### src/rtl/sld_pkg.sv
package sld_pkg;

    // Asynchronous control inputs, sampled together through one synchronizer
    typedef struct packed {
        logic din;
        logic sclk;
        logic lat_en;
        logic blank;
    } ctl_t;

    localparam int CTL_W = $bits(ctl_t);

    // High-to-low transition between two consecutive samples
    function automatic logic fell(input logic prev, input logic cur);
        return prev & ~cur;
    endfunction

endpackage

### src/rtl/sld_sync.sv
module sld_sync #(
    parameter int W     = 4,
    parameter int DEPTH = 2
) (
    input  logic         clk,
    input  logic         rst,
    input  logic [W-1:0] d,
    output logic [W-1:0] q
);
    logic [W-1:0] stg [DEPTH];

    always_ff @(posedge clk) begin
        if (rst) begin
            for (int i = 0; i < DEPTH; i++) stg[i] <= '0;
        end else begin
            stg[0] <= d;
            for (int i = 1; i < DEPTH; i++) stg[i] <= stg[i-1];
        end
    end

    assign q = stg[DEPTH-1];
endmodule

### src/rtl/sld_shift.sv
module sld_shift #(
    parameter int N = 32
) (
    input  logic         clk,
    input  logic         rst,
    input  logic         shift_en,
    input  logic         din,
    output logic [N-1:0] q
);
    // q[0] is the stage next to the input; q[N-1] is the far end
    always_ff @(posedge clk) begin
        if (rst)           q <= '0;
        else if (shift_en) q <= {q[N-2:0], din};
    end
endmodule

### src/rtl/sld_latch.sv
module sld_latch #(
    parameter int N = 32
) (
    input  logic         clk,
    input  logic         rst,
    input  logic         load,
    input  logic [N-1:0] d,
    output logic [N-1:0] q
);
    // Follows d on every system clock while load is high
    always_ff @(posedge clk) begin
        if (rst)       q <= '0;
        else if (load) q <= d;
    end
endmodule

### src/rtl/sld_driver.sv
module sld_driver
    import sld_pkg::*;
#(
    parameter int N           = 32,
    parameter int SYNC_STAGES = 2
) (
    input  logic         clk,
    input  logic         rst,
    input  logic         sin,
    input  logic         sclk,
    input  logic         latch_en,
    input  logic         blank,
    output logic [N-1:0] pout,
    output logic         sout
);
    ctl_t             ctl_raw;
    ctl_t             ctl_s;
    logic [CTL_W-1:0] sync_q;
    logic             sclk_prev;
    logic             shift_fire;
    logic [N-1:0]     chain_q;
    logic [N-1:0]     lat_q;

    always_comb begin
        ctl_raw        = '0;
        ctl_raw.din    = sin;
        ctl_raw.sclk   = sclk;
        ctl_raw.lat_en = latch_en;
        ctl_raw.blank  = blank;
    end

    sld_sync #(.W(CTL_W), .DEPTH(SYNC_STAGES)) u_sync (
        .clk (clk),
        .rst (rst),
        .d   (ctl_raw),
        .q   (sync_q)
    );

    assign ctl_s = ctl_t'(sync_q);

    always_ff @(posedge clk) begin
        if (rst) sclk_prev <= 1'b0;
        else     sclk_prev <= ctl_s.sclk;
    end

    assign shift_fire = fell(sclk_prev, ctl_s.sclk);

    sld_shift #(.N(N)) u_shift (
        .clk      (clk),
        .rst      (rst),
        .shift_en (shift_fire),
        .din      (ctl_s.din),
        .q        (chain_q)
    );

    sld_latch #(.N(N)) u_latch (
        .clk  (clk),
        .rst  (rst),
        .load (ctl_s.lat_en),
        .d    (chain_q),
        .q    (lat_q)
    );

    assign pout = ctl_s.blank ? '0 : lat_q;
    assign sout = chain_q[N-1];
endmodule

### config.mk
export PLATFORM = sky130hd
export DESIGN_NAME = sld_driver
export DESIGN_NICKNAME = d
export VERILOG_FILES = /design/src/rtl/sld_pkg.sv /design/src/rtl/sld_sync.sv /design/src/rtl/sld_shift.sv /design/src/rtl/sld_latch.sv /design/src/rtl/sld_driver.sv
export SDC_FILE = /design/constraint.sdc
export NUM_CORES = 1
export LEC_CHECK = 0
export CAP_MARGIN = 20
export CELL_PAD_IN_SITES_DETAIL_PLACEMENT = 0
export CELL_PAD_IN_SITES_GLOBAL_PLACEMENT = 1
export CORE_UTILIZATION = 38
export DETAILED_ROUTE_END_ITERATION = 6
export DONT_BUFFER_PORTS = 1
export PLACE_DENSITY_LB_ADDON = 0.05
export SLEW_MARGIN = 15
export SYNTH_ARGS = -nofsm -noshare
export SYNTH_HDL_FRONTEND = slang
export SYNTH_SLANG_ARGS = --single-unit
### constraint.sdc
create_clock -name clk -period 1.57 [get_ports clk]
set_input_delay 0.0785 -clock clk [delete_from_list [all_inputs] [get_ports clk]]
set_output_delay 0.0785 -clock clk [all_outputs]
set_load 0.02 [all_outputs]
==> summary.txt <==
Power
  – Switching Share: 0.200
  – PwrDens: 1120 mW/mm2
  – Clk pwr share: 0.451
  – Switch Pwr: 726 uW
  – Leakage power: roughly 1.2 nW
  – Combinational share of power: 0.034
  – Max VDD drop: 0.445 mV
  – Flop pwr share: 0.515
  – Internal power: between 2 and 3 mW

STA
  – Setup ws final: between 0.2 and 0.3 ns
  – Final-report hold violation count: 0
  – Worst-margin pin slew: 0.418 ns
  – Final setup fails: 0
  – Setup Skew: ~0.0055 ns
  – Fmax: ~770 MHz
  – RSZ-0062 raised after global routing: false
  – Period minus WS final: 1.29 ns
  – Setup TNS: 0 ns
  – Max-slew violation count: 0
  – Period utilisation layout: 0.825
  – Rel. slew slack: 0.721

Synthesis
  – Synth unique cells: 11
  – Mean Syn Cell Area: around 11 um2
  – Synth Area in XOR/XNOR: 0
  – Mapped Nets: between 200 and 300
  – Flops & latches, synth: 73
  – Mux contribution to synthesized area: 0.222
  – Sequential-to-total area share from yosys stat: 0.514
  – Compound-Gate Fraction of Synth Area: 0.00176
  – Cell area after synthesis: 0.00284 mm2
  – Ys Warns: 0
  – Adder-cell share of the synthesized area: 0
  – Largest family of logic cells by synthesized area: multiplexers
  – Post-Synth Simple-Gate Area: 0.214
  – Cells after Synth: ~260

Global route
  – First-pass GRT wire length: just under 8000 um
  – Total GRT Usage: 0.132
  – Vias in the first global route: 1,657
  – Initial antenna violation count: 0
  – Largest net degree at the start of global routing: between 70 and 80
  – Overflow after GRT: 0

Placement
  – IO Port Bufs: 0
  – Placed cells: between 300 and 400
  – DPL Wire Length: about 2800 um
  – GP Congestion: ~0.66
  – Pre-CTS WS: roughly 0.56 ns

Floorplanning
  – Starting density of the core: 0.392
  – Die H: 88.5 um
  – # IOs: 39
  – Die W: just under 90 um
  – Die ar.: 0.00783 mm2
  – Row count: 31
  – Core ar.: just over 0.007 mm2

Clocking
  – Worst-Skew Late Latency: roughly 0.34 ns
  – Clock tree sinks: 73
  – Root Driver: clkbuf_8
  – Depth of the CTS H-tree: 3
  – Num CTS Buffers: 9
  – Clk buf depth: 2
  – Clock transition at path regs: ~0.07 ns
  – CTS tree: yes
  – Post-CTS setup buffers: 0

Worst setup path
  – Worst R2R End: u_latch.q[18]
  – Crit-path cells: buf_4 > nor2b_1
  – Setup CP Type: reg -> out
  – Worst Reg-to-Reg Cells: 3
  – Slowest stage delay, CP: roughly 0.36 ns
  – Worst Setup End Kind: output port
  – FF-to-FF Start: u_sync.stg[0][5]
  – Worst EP arrival: between 1 and 1.5 ns
  – Worst setup path endpoint: pout[0]
  – Crit path max-delay cell type: nor2b_1
  – Critical path fanouts, max: 16
  – Worst path required time: between 1 and 1.5 ns
  – Critical path startpoint category: flop
  – Worst R2R Setup Slack: about 0.54 ns
  – CP startpoint: u_sync.stg[0][4]

Finish
  – Share of cells above drive strength 1: 0.118
  – Most common cell after layout, fill and taps aside: dfxtp_1
  – Number of diodes: 0
  – Non-Filler Instances: around 380
  – NumNets Final: between 200 and 300
  – Most frequent cells in the layout: dfxtp_1, mux2i_1, nor2b_1
  – Area delta synth->final: 14.1%
  – Post-Route Utilization: 0.447
  – Fill cells: between 700 and 800

Route
  – WL final: about 4500 um
  – Initial DRT Pass Iterations: 4
  – Drt wl/cell: between 10 and 15 um
  – Detail Route Antenna Nets: 0
  – First DRT Iteration DRCs: between 60 and 70
  – DRC Markers: 0
  – Avg Vias per Cell: between 4 and 5
  – Via count: 1,717

Status
  – Status: completed

Hold path
  – Hold crit path type: in -> reg

Job
  – Max-cap violation count: 0
[state kept, by name, summed over array words and instances, names as in the netlist]
signal	flops
u_shift.q	32
sclk_prev	1
u_latch.q	32
u_sync.stg	8
[cell usage after synthesis (all sizes together)]
cell     count  area, um2
nor2        32        120
nand2b      33        206
buf         14        120
nor2b       42        270
mux2i       63        631
nand4bb      1       11.3
dfxtp       73       1460
o21ai        1       5.00
clkbuf       5       18.8
[how the worst min path moves through the flow]
stage                from               end  slack (ns)  cells after the start
floorplan           blank  u_sync.stg[0][0]        0.21                      1
global placement      rst  u_sync.stg[0][5]        0.15                      1
CTS                   rst     u_latch.q[27]        0.07                      2
global route          rst      u_latch.q[9]        0.09                      2
finish                rst      u_latch.q[5]        0.08                      2
detailed placement    rst  u_sync.stg[0][5]        0.15                      1
[cell type report]
type / count / area, um2 / area share
timing repair buffer: 19 / 185 / 0.0571
clock inverter: 5 / 77.6 / 0.0239
tap: 99 / 124 / 0.0382
multi-input combinational: 172 / 1240 / 0.383
clock buffer: 11 / 151 / 0.0467
sequential: 73 / 1460 / 0.451
[routing by layer]
layer	part of all wire	up-vias	GRT usage
met3	0.035	13	0.0317
met5	0	-	0
met2	0.42	34	0.185
met4	0.031	0	0.0968
li1	-	886	-
met1	0.51	784	0.176
[what timing repair did]
action	in CTS	in global routing
resized for setup	0	0
endpoints found under the hold margin	73	0
hold buffers	5	0
[through the flow]
stage | total power [mW] | hold slack (ns) | area [um2]
final | 3.62 | 0.0767 | 3240
after global routing | 3.75 | 0.0917 | 3240
after CTS | 3.69 | 0.0728 | 3240
after detailed placement | 1.99 | 0.151 | 2950
after global placement | 1.99 | 0.152 | 2950
after floorplan | 2.01 | 0.207 | 2840
[cells by family after synthesis]
logic type,after synthesis
flip-flops,73
AO/OA/AOI/OAI,1
buffers and inverters,19
multiplexers,63
AND/OR/NAND/NOR,108
[power by group through the flow]
stage	Sequential, mW	Combinational, mW	Clock [mW]
after floorplan	1.91	0.102	0
after global placement	1.91	0.0856	0
after detailed placement	1.91	0.0865	0
after CTS	1.86	0.127	1.70
after global routing	1.87	0.134	1.75
final	1.87	0.122	1.63
[worst max-delay path, delay by kind of cell (launching register included)]
| family | cells | cell delay (ns) |
|---|---|---|
| buf+inv | 1 | 0.19 |
| simple gates | 1 | 0.36 |
| flops | 1 | 0.32 |
Note: power is estimated with default switching activity, not from simulation.
